**config.mk**
```make
export PLATFORM = sky130hd
export DESIGN_NAME = uart_irq_ident
export DESIGN_NICKNAME = d
export VERILOG_FILES = /design/src/rtl/uirq_pkg.sv /design/src/rtl/uirq_flags.sv /design/src/rtl/uirq_enable.sv /design/src/rtl/uirq_prio.sv /design/src/rtl/uart_irq_ident.sv
export SDC_FILE = /design/constraint.sdc
export NUM_CORES = 1
export LEC_CHECK = 0
export BUFFER_PORTS_ARGS = -buffer_cell sky130_fd_sc_hd__buf_2
export CAP_MARGIN = 10
export CORE_AREA = 10 10 47 49
export DETAILED_ROUTE_END_ITERATION = 10
export DIE_AREA = 0 0 57 59
export SYNTH_ARGS = -nofsm -noshare
export SYNTH_HDL_FRONTEND = slang
export SYNTH_SLANG_ARGS = --single-unit
export TNS_END_PERCENT = 20
```
**constraint.sdc**
```tcl
create_clock -name clk -period 1.05 [get_ports clk]
set_input_delay 0.21 -clock clk [delete_from_list [all_inputs] [get_ports clk]]
set_output_delay 0.21 -clock clk [all_outputs]
set_load 0.03 [all_outputs]
```
**src/rtl/uirq_pkg.sv**
```systemverilog
package uirq_pkg;
    localparam int NSRC    = 4;
    localparam int ID_W    = 3;
    localparam int IDX_LSR = 0;   // highest priority
    localparam int IDX_RXD = 1;
    localparam int IDX_TXE = 2;
    localparam int IDX_MSC = 3;   // lowest priority

    localparam logic [ID_W-1:0] ID_NONE = 3'b001;

    function automatic logic [1:0] src_code(input int idx);
        case (idx)
            IDX_LSR: src_code = 2'b11;
            IDX_RXD: src_code = 2'b10;
            IDX_TXE: src_code = 2'b01;
            default: src_code = 2'b00;
        endcase
    endfunction
endpackage

```
**src/rtl/uirq_flags.sv**
```systemverilog
module uirq_flags #(
    parameter int N = 4
) (
    input  logic         clk,
    input  logic         rst_n,
    input  logic [N-1:0] set_i,
    input  logic [N-1:0] clr_i,
    output logic [N-1:0] pend_o
);
    typedef struct packed {
        logic [N-1:0] pend;
    } flag_state_t;

    flag_state_t st_d, st_q;

    always_comb begin
        st_d = st_q;
        for (int i = 0; i < N; i++) begin
            // a new event beats a clearing access in the same cycle
            if (set_i[i])
                st_d.pend[i] = 1'b1;
            else if (clr_i[i])
                st_d.pend[i] = 1'b0;
        end
    end

    always_ff @(posedge clk) begin
        if (!rst_n)
            st_q <= '0;
        else
            st_q <= st_d;
    end

    assign pend_o = st_q.pend;
endmodule

```
**src/rtl/uirq_enable.sv**
```systemverilog
module uirq_enable #(
    parameter int N = 4
) (
    input  logic         clk,
    input  logic         rst_n,
    input  logic         wr_i,
    input  logic [N-1:0] wdata_i,
    output logic [N-1:0] en_o
);
    typedef struct packed {
        logic [N-1:0] en;
    } en_state_t;

    en_state_t st_d, st_q;

    always_comb begin
        st_d = st_q;
        if (wr_i)
            st_d.en = wdata_i;
    end

    always_ff @(posedge clk) begin
        if (!rst_n)
            st_q <= '0;
        else
            st_q <= st_d;
    end

    assign en_o = st_q.en;
endmodule

```
**src/rtl/uirq_prio.sv**
```systemverilog
module uirq_prio
    import uirq_pkg::*;
#(
    parameter int N = NSRC
) (
    input  logic [N-1:0]    active_i,
    output logic [N-1:0]    pick_o,
    output logic [ID_W-1:0] ident_o
);
    // pick_o: one-hot winner, lowest index = highest priority
    always_comb begin
        pick_o  = '0;
        ident_o = ID_NONE;
        for (int i = N - 1; i >= 0; i--) begin
            if (active_i[i]) begin
                pick_o    = '0;
                pick_o[i] = 1'b1;
                ident_o   = {src_code(i), 1'b0};
            end
        end
    end
endmodule

```
**src/rtl/uart_irq_ident.sv**
```systemverilog
module uart_irq_ident
    import uirq_pkg::*;
(
    input  logic            clk,
    input  logic            rst_n,
    input  logic            ev_line_err,
    input  logic            ev_rx_avail,
    input  logic            ev_tx_empty,
    input  logic            ev_modem_chg,
    input  logic            en_wr,
    input  logic [NSRC-1:0] en_wdata,
    input  logic            rd_ident,
    input  logic            rd_line,
    input  logic            rd_data,
    input  logic            rd_modem,
    input  logic            wr_hold,
    output logic            irq_o,
    output logic [ID_W-1:0] ident_o
);
    logic [NSRC-1:0] set_v, clr_v, pend_q, en_q, active, pick;

    always_comb begin
        set_v          = '0;
        set_v[IDX_LSR] = ev_line_err;
        set_v[IDX_RXD] = ev_rx_avail;
        set_v[IDX_TXE] = ev_tx_empty;
        set_v[IDX_MSC] = ev_modem_chg;

        clr_v          = '0;
        clr_v[IDX_LSR] = rd_line;
        clr_v[IDX_RXD] = rd_data;
        // transmit empty is also consumed by reading the value that names it
        clr_v[IDX_TXE] = wr_hold | (rd_ident & pick[IDX_TXE]);
        clr_v[IDX_MSC] = rd_modem;
    end

    uirq_flags #(.N(NSRC)) u_flags (
        .clk    (clk),
        .rst_n  (rst_n),
        .set_i  (set_v),
        .clr_i  (clr_v),
        .pend_o (pend_q)
    );

    uirq_enable #(.N(NSRC)) u_en (
        .clk     (clk),
        .rst_n   (rst_n),
        .wr_i    (en_wr),
        .wdata_i (en_wdata),
        .en_o    (en_q)
    );

    assign active = pend_q & en_q;

    uirq_prio #(.N(NSRC)) u_prio (
        .active_i (active),
        .pick_o   (pick),
        .ident_o  (ident_o)
    );

    assign irq_o = |active;
endmodule


```
==> impl_metrics.csv, run 1 <==
group,metric,value,unit
clock_tree,cts_buffers,3,
job,cap_violations,0,
floorplan,rows,14,
min_path,min_from,"ev_line_err",
floorplan,io_pins,20,
synth,yosysSeqAreaShare,46.0,%
worst_setup_path,ff2ff_path_depth,3,
sta,slew_viol_final,0,
placed_design,place_inst,69,
final_layout,final_cell_mix,"16 x buf_2, 8 x nor2b_1, 5 x dfxtp_1",
floorplan,coreArea,0.00140,mm²
sta,holdWs,0.179,ns
worst_setup_path,critical_path.max_fanout,4,
placed_design,gp_congestion,0.756,
global_routing,grt.overflow.total,0,
clock_tree,cts_root_buf,"clkbuf_4",
worst_setup_path,cp_top_family,"compound AO/OA/AOI/OAI gates",
worst_setup_path,arrival,1.27,ns
drt,num_vias,338,
clock_tree,post_cts_buffers,0,
global_routing,grt_usage,5.83,%
clock_tree,hold_buffers,0,
global_routing,grt_max_degree,9,
floorplan,die_h,59,µm
global_routing,first_global_vias,384,
power_and_ir_drop,p_sw,0.173,mW
worst_setup_path,endpoint_kind,"output port",
floorplan,start_util,24.8,%
final_layout,multiInputGateArea,201,µm²
drt,viasPerCell,4.69,
sta,max_freq,674,MHz
synth,synth_area_per_cell,11.2,µm²
drt,drt-pass1-iter-count,2,
drt,drt_iter0_drc,4,
final_layout,final_area,552,µm²
sta,slew_headroom,84.4,%
synth,syn_inst,31,
final_layout,instances_no_fill,72,
min_path,hold_end,"u_flags.pend_o[0]$_SDFFE_PN0P_",
synth,yosys_warnings,0,
sta,fin_ws,-0.434,ns
synth,synth_area,348,µm²
power_and_ir_drop,p_comb_share,20.9,%
run_status,violations,"negative setup slack",
placed_design,dpl_cell_area,508,µm²
drt,routed_wl,928,µm
placed_design,place.port_buffers,19,
synth,synth_area_leader_cell,"dfxtp_1",
global_routing,grt_first_pass_wirelength,1640,µm
min_path,holdPathStages,2,
worst_setup_path,path_cells,"a22o_4 > a221o_2 > buf_6",
sta,fin_crit_sh,141,%
sta,tightest_slew,0.234,ns
worst_setup_path,r2r-start,"u_flags.pend_o[2]$_SDFFE_PN0P_",
synth,synth_top_area_share,46.0,%
power_and_ir_drop,p_leak,0.254,nW
min_path,min-delay-path-class,"primary input to register",
power_and_ir_drop,swShare,24.2,%
sta,min_period,1.48,ns
power_and_ir_drop,p_clk_share,30.6,%
sta,final_hold_viol_count,0,
power_and_ir_drop,worst_ir_drop_vdd,588,µV
power_and_ir_drop,p_int,0.541,mW
final_layout,nFillCells,159,
final_layout,fin_nets,74,
power_and_ir_drop,p_per_area,1290,mW/mm²
worst_setup_path,crit_type,"register to output port",
clock_tree,ctsLongestPathBuffers,2,
drt,wire_per_inst,12.9,µm
clock_tree,path_clk_slew,0.05,ns
sta,skew,0.00223,ns
final_layout,syn2layout_area_growth,58.6,%
drt,ant_nets,0,
sta,rsz0062_at_grt,"true",
final_layout,drive_above_1_share,57.1,%
clock_tree,cts_max_level,1,
worst_setup_path,rr_endpoint,"u_flags.pend_o[2]$_SDFFE_PN0P_",
power_and_ir_drop,seqPwrFrac,48.6,%
global_routing,antenna_found_initial,0,
sta,setup_viol,4,
clock_tree,clk_latency,0.24,ns
worst_setup_path,path_buf_inv,1,
final_layout,final_common_cell,"buf_2",
run_status,status,"complete, but fails checks",
worst_setup_path,crit_slowest_cell,"dfxtp_2",
synth,syn_nets,47,
worst_setup_path,slowest_delay,0.32,ns
synth,yosysUniqueCellTypes,12,
worst_setup_path,reg2reg_slack,0.09,ns
drt,drcViolationCount,0,
floorplan,fp.dieArea,0.00336,mm²
synth,synth.area.top_cells,"dfxtp_1 46%, nor2b_1 14%, mux2i_1 12%",
clock_tree,cts_tree,"yes",
floorplan,die_w,57,µm
final_layout,antenna_cells,0,
clock_tree,cts.sinks,8,
synth,synth-seq-cells,8,
worst_setup_path,start_kind,"register",
final_layout,register_area,164,µm²
worst_setup_path,critPathRequiredTime,0.84,ns
==> worst register-to-register path, stage by stage (launching register included) <==
cell and delay (ns):
dfxtp_2 0.37, buf_4 0.12, nand4b_1 0.11, o221a_1 0.24
==> registers in the layout (all words and copies together), names as in the netlist <==
register and flops:
u_flags.pend_o 4, u_en.en_o 4
==> synthesized netlist by cell type (all sizes together) <==
cell	count
a221o	1
a221oi	1
a22o	1
a32o	1
buf	1
dfxtp	8
mux2i	4
nand2	1
nand4b	1
nor2b	8
o21a	3
o221a	1
==> per-stage QoR <==
step	TNS, ns	utilization (%)	total power, mW	worst slack (ns)
after floorplan	-0.300	-	0.426	-0.168
after global placement	-0.394	36.3	0.489	-0.194
after detailed placement	-0.421	36.3	0.489	-0.202
after CTS	-1.26	39.3	0.725	-0.443
after global routing	-1.37	39.4	0.764	-0.470
final	-1.23	39.4	0.713	-0.434
==> what timing repair did <==
action,4_1_cts,5_1_grt
pin swaps,0,0
endpoints found under the setup margin,4,5
cloned,0,0
gates resized for setup,7,1
hold endpoints to repair,0,0
==> final cells by class <==
class	instances	share of cell area, %
multi-input combinational	22	36.5
sequential	8	29.7
timing repair buffer	23	26.1
clock buffer	3	4.08
tap	16	3.63
==> cells by family (layout without fill, tap and decap cells) <==
family                 count (synthesis)  count (layout)  synth area share (%)
and+or+nand+nor                       10              10                  18.0
DFF                                    8               8                  46.0
AOI/OAI and AO/OA                      8               8                  23.0
muxes                                  4               4                  11.5
buffers and inverters                  1              26                  1.44
==> layer usage <==
layer	GRT usage, %	vias to the layer above	part of all wire [%]
li1	-	168	-
met4	1.01	0	0
met5	0	-	0
met3	2.36	0	3.7
met2	10.9	6	58
met1	6.04	164	38
==> power groups by stage <==
stage,sequential [mW],combinational (mW),clock [mW]
after floorplan,0.349,0.0771,0
after global placement,0.352,0.137,0
after detailed placement,0.352,0.138,0
after CTS,0.346,0.151,0.228
after global routing,0.349,0.162,0.253
final,0.346,0.149,0.218
==> worst max path at each step <==
stage,cells past startpoint,slack [ns],from,end
2_1_floorplan,2,-0.17,u_en.en_o[1]$_SDFFE_PN0P_,irq_o
3_3_place_gp,3,-0.19,u_en.en_o[1]$_SDFFE_PN0P_,irq_o
3_5_place_dp,3,-0.20,u_en.en_o[1]$_SDFFE_PN0P_,irq_o
4_1_cts,3,-0.44,u_en.en_o[1]$_SDFFE_PN0P_,irq_o
5_1_grt,3,-0.47,u_en.en_o[1]$_SDFFE_PN0P_,irq_o
6_report,3,-0.43,u_en.en_o[1]$_SDFFE_PN0P_,irq_o
No activity file was read; power rests on OpenSTA's default activity.
==> inputs of run 2 (changes only) <==
clock period = 1.9 ns   (was 1.05 ns; I/O delays follow)
==> run 2 against run 1 <==
The run now ends clean. Final area down 13%. Die area unchanged. Worst setup slack better by 0.67 ns.
==> impl_metrics.csv, run 2 (synthesis results as in run 1) <==
group,metric,value,unit
clock_tree,cts_root_buf,"clkbuf_4",
drt,viasPerCell,4.59,
job,cap_violations,0,
global_routing,use_met2,8.99,%
sta,slew_headroom,85.9,%
clock_tree,cts_tree,"yes",
final_layout,final_cell_mix,"19 x buf_2, 8 x nor2b_1, 8 x dfxtp_1",
global_routing,first_global_vias,345,
global_routing,met1_usage,6.44,%
floorplan,io_pins,20,
final_layout,drive_above_1_share,44.2,%
global_routing,antenna_found_initial,0,
drt,drt-pass1-iter-count,1,
power_and_ir_drop,p_sw,0.0930,mW
drt,num_vias,312,
clock_tree,ctsResizeCount,0,
floorplan,start_util,24.8,%
floorplan,fp.dieArea,0.00336,mm²
global_routing,busiest_layer,"met2",
worst_setup_path,cp_top_family,"compound AO/OA/AOI/OAI gates",
final_layout,postLayoutCoreUtil,34.3,%
power_and_ir_drop,p_int,0.283,mW
global_routing,grt.overflow.total,0,
floorplan,die_w,57,µm
sta,min_period,1.66,ns
worst_setup_path,start_kind,"register",
final_layout,fin_nets,70,
worst_setup_path,crit_slowest_cell,"dfxtp_1",
sta,final_hold_viol_count,0,
sta,fin_crit_sh,87.4,%
clock_tree,cts_max_level,1,
worst_setup_path,critical_path.max_fanout,4,
power_and_ir_drop,total_power,0.376,mW
drt,ant_nets,0,
floorplan,rows,14,
power_and_ir_drop,p_leak,0.224,nW
final_layout,nFillCells,159,
worst_setup_path,path_cells,"a22o_4 > a221oi_1 > buf_2",
worst_setup_path,path_buf_inv,1,
clock_tree,path_clk_slew,0.05,ns
worst_setup_path,arrival,1.28,ns
drt,routed_wl,940,µm
power_and_ir_drop,p_clk_share,33.0,%
final_layout,syn2layout_area_growth,38.1,%
power_and_ir_drop,swShare,24.7,%
worst_setup_path,crit_type,"register to output port",
drt,wire_per_inst,13.8,µm
worst_setup_path,critPathRequiredTime,1.52,ns
sta,max_freq,602,MHz
global_routing,grt_first_pass_wirelength,1590,µm
drt,drcViolationCount,0,
min_path,min-delay-path-class,"primary input to register",
power_and_ir_drop,p_comb_share,16.7,%
placed_design,place.port_buffers,19,
placed_design,gp_congestion,0.751,
sta,rsz0062_at_grt,"false",
floorplan,die_h,59,µm
clock_tree,post_cts_buffers,0,
clock_tree,cts.sinks,8,
sta,setup_viol,0,
power_and_ir_drop,worst_ir_drop_vdd,335,µV
clock_tree,hold_buffers,0,
worst_setup_path,endpoint_kind,"output port",
final_layout,final_common_cell,"buf_2",
sta,finalSetupTns,0,ns
global_routing,grtUsageMet3,2.36,%
sta,tightest_slew,0.211,ns
global_routing,grt_max_degree,9,
power_and_ir_drop,seqPwrFrac,50.3,%
power_and_ir_drop,p_per_area,783,mW/mm²
worst_setup_path,slowest_delay,0.33,ns
run_status,status,"finished, final reports clean",
global_routing,grt_usage,5.97,%
drt,drt_iter0_drc,0,
final_layout,antenna_cells,0,
clock_tree,clk_latency,0.25,ns
floorplan,coreArea,0.00140,mm²
sta,slew_viol_final,0,
clock_tree,ctsLongestPathBuffers,2,
sta,skew,0.00522,ns
clock_tree,cts_buffers,3,
==> run 2: changes by cell type in the layout (fill, tap and decap cells not counted) <==
cell and change:
dfxtp_2 -3, a221o_2 -1, buf_4 -4, a221oi_1 +1, buf_6 -3, dfxtp_1 +3, buf_2 +3, a221oi_4 -1
a221o_1 +1
==> run 2: cell type report <==
class	count	area [µm²]	area share, %
Multi-Input combinational cell	22	183	38.0
Sequential cell	8	160	33.3
Timing Repair Buffer	19	95.1	19.8
Clock buffer	3	22.5	4.69
Tap cell	16	20.0	4.17
==> run 2: per-stage QoR <==
step	setup slack [ns]	instances	area, µm²	hold WS, ns
6_report	0.240	68	480	0.349
3_3_place_gp	0.511	65	458	0.529
3_5_place_dp	0.495	65	458	0.548
2_1_floorplan	0.127	31	348	0.498
4_1_cts	0.219	68	480	0.341
5_1_grt	0.0877	68	480	0.335
==> run 2: final timing paths <==
| kind | startpoint | to | cells past startpoint | slack [ns] |
|---|---|---|---|---|
| worst max-delay path | u_flags.pend_o[1]$_SDFFE_PN0P_ | ident_o[0] | 3 | 0.24 |
| worst min-delay path | ev_line_err | u_flags.pend_o[0]$_SDFFE_PN0P_ | 2 | 0.35 |
| worst max register to register | u_flags.pend_o[1]$_SDFFE_PN0P_ | u_flags.pend_o[2]$_SDFFE_PN0P_ | 2 | 1.00 |
| worst min register to register | u_en.en_o[1]$_SDFFE_PN0P_ | u_en.en_o[1]$_SDFFE_PN0P_ | 2 | 0.55 |
==> run 2: routing by layer <==
layer / up-vias / routed length, µm
met1: 140 / 396
met5: - / 0
met2: 11 / 453
met4: 0 / 23
li1: 159 / -
met3: 2 / 66
==> run 2: power by group through the flow <==
stage	logic, mW	clock network, mW	registers, mW
final	0.0628	0.124	0.189
after global routing	0.0700	0.141	0.191
after CTS	0.0645	0.130	0.189
after detailed placement	0.0643	0	0.193
after global placement	0.0632	0	0.192
after floorplan	0.0391	0	0.190
==> inputs of run 3 (changes only) <==
SYNTH_HIERARCHICAL = 1   (was unset)
==> run 3 against run 2 <==
Synthesized cell count is 16% higher. Clock skew decreased by 0.0048 ns. Core utilization rose by 2.8 points. Final area increased by 8.1%. Critical path depth stayed put. Wire length shrank 15%. Synthesized area grew 13%. Sequential share of layout area down 2.5 points. Critical endpoint is now irq_o. Largest cell class unchanged.
==> impl_metrics.csv, run 3 <==
group,metric,value,unit
drt,ant_nets,0,
clock_tree,hold_buffers,0,
synth,syn_inst,36,
worst_setup_path,endpoint_kind,"output port",
floorplan,start_util,28.0,%
clock_tree,cts_tree,"yes",
drt,wire_per_inst,11.0,µm
worst_setup_path,ff2ff_path_depth,6,
final_layout,syn2layout_area_growth,32.2,%
worst_setup_path,start_kind,"register",
global_routing,grt_max_degree,9,
global_routing,antenna_found_initial,0,
sta,final_hold_viol_count,0,
drt,drcViolationCount,0,
final_layout,nFillCells,155,
clock_tree,cts_root_buf,"clkbuf_4",
drt,num_vias,313,
worst_setup_path,crit_type,"register to output port",
worst_setup_path,r2r-start,"u_flags/pend_o[1]$_SDFFE_PN0P_",
final_layout,final_common_cell,"buf_2",
sta,fin_ws,0.131,ns
sta,min_period,1.77,ns
global_routing,busiest_layer,"met2",
final_layout,multiInputGateArea,218,µm²
synth,synth_area,393,µm²
sta,skew,0.000434,ns
drt,drt-pass1-iter-count,2,
worst_setup_path,arrival,1.39,ns
clock_tree,ctsResizeCount,0,
floorplan,die_w,57,µm
placed_design,gp_congestion,0.672,
power_and_ir_drop,worst_ir_drop_vdd,389,µV
synth,synth_area_per_cell,10.9,µm²
floorplan,io_pins,20,
clock_tree,ctsLongestPathBuffers,2,
sta,slew_viol_final,0,
global_routing,grt_usage,5.73,%
synth,syn_nets,52,
job,cap_violations,0,
drt,drt_iter0_drc,1,
worst_setup_path,rr_endpoint,"u_flags/pend_o[2]$_SDFFE_PN0P_",
worst_setup_path,critical_path.max_fanout,3,
sta,max_freq,565,MHz
final_layout,final_cell_mix,"19 x buf_2, 8 x dfxtp_1",
global_routing,grt_first_pass_wirelength,1480,µm
floorplan,die_h,59,µm
global_routing,first_global_vias,359,
floorplan,coreArea,0.00140,mm²
worst_setup_path,critical_path.endpoint,"irq_o",
final_layout,register_area,160,µm²
worst_setup_path,crit_path_start,"u_flags/pend_o[2]$_SDFFE_PN0P_",
sta,setup_viol,0,
sta,tightest_slew,0.122,ns
clock_tree,path_clk_slew,0.05,ns
drt,viasPerCell,4.29,
floorplan,rows,14,
power_and_ir_drop,p_per_area,725,mW/mm²
final_layout,fin_nets,75,
final_layout,drive_above_1_share,49.1,%
placed_design,dp_slack,0.391,ns
clock_tree,cts_buffers,3,
global_routing,use_met2,7.75,%
sta,rsz0062_at_grt,"false",
global_routing,met1_usage,5.76,%
floorplan,fp.dieArea,0.00336,mm²
placed_design,place.port_buffers,19,
sta,fin_crit_sh,93.1,%
synth,yosys_warnings,6,
global_routing,grtUsageMet3,4.08,%
power_and_ir_drop,p_leak,0.257,nW
final_layout,antenna_cells,0,
drt,routed_wl,802,µm
run_status,status,"finished, final reports clean",
clock_tree,post_cts_buffers,0,
worst_setup_path,reg2reg_slack,0.63,ns
clock_tree,clk_latency,0.24,ns
worst_setup_path,critPathRequiredTime,1.52,ns
sta,slew_headroom,91.6,%
min_path,min-delay-path-class,"primary input to register",
sta,finalSetupTns,0,ns
clock_tree,cts_max_level,1,
global_routing,grt.overflow.total,0,
min_path,holdPathStages,2,
clock_tree,cts.sinks,8,
[run 3: routing by layer]
| layer | share of wire (%) | vias to the layer above | routed length (µm) |
|---|---|---|---|
| met5 | 0 | - | 0 |
| met4 | 1.1 | 0 | 9 |
| met3 | 13 | 2 | 104 |
| met2 | 45 | 13 | 362 |
| met1 | 41 | 133 | 326 |
| li1 | - | 165 | - |
[run 3: worst min-delay path by stage]
stage | from | to
after global placement | u_en/en_o[3]$_SDFFE_PN0P_ | u_en/en_o[3]$_SDFFE_PN0P_
after global routing | ev_tx_empty | u_flags/pend_o[2]$_SDFFE_PN0P_
after floorplan | u_en/en_o[0]$_SDFFE_PN0P_ | u_en/en_o[0]$_SDFFE_PN0P_
after detailed placement | u_en/en_o[1]$_SDFFE_PN0P_ | u_en/en_o[1]$_SDFFE_PN0P_
final | ev_tx_empty | u_flags/pend_o[2]$_SDFFE_PN0P_
after CTS | ev_modem_chg | u_flags/pend_o[3]$_SDFFE_PN0P_
[run 3: area by class of cell]
| class | instances | area share (%) |
|---|---|---|
| sequential | 8 | 30.8 |
| tap | 16 | 3.86 |
| multi-input combinational | 26 | 41.9 |
| clock buffer | 3 | 4.34 |
| inverter | 1 | 0.723 |
| timing repair buffer | 19 | 18.3 |
[run 3: critical path, cell delays in order, from the launching register on]
cell and delay (ns):
dfxtp_1 0.30, and2_4 0.15, or4_1 0.50, buf_2 0.19
[run 3: power by group]
part / internal (mW) / switching [mW] / total [mW]
sequential: 0.179 / 0.00446 / 0.183
combinational: 0.0369 / 0.0332 / 0.0702
clock: 0.0718 / 0.0513 / 0.123
total: 0.287 / 0.0890 / 0.376
[run 3: through the flow]
step	hold WS, ns	std cells	utilization, %	power, mW	area (µm²)
detailed placement	0.497	70	35.4	0.258	497
finish	0.342	73	37.1	0.376	519
CTS	0.335	73	37.1	0.386	519
global placement	0.488	70	35.4	0.257	497
global route	0.327	73	37.1	0.409	519
floorplan	0.474	36	-	0.232	393
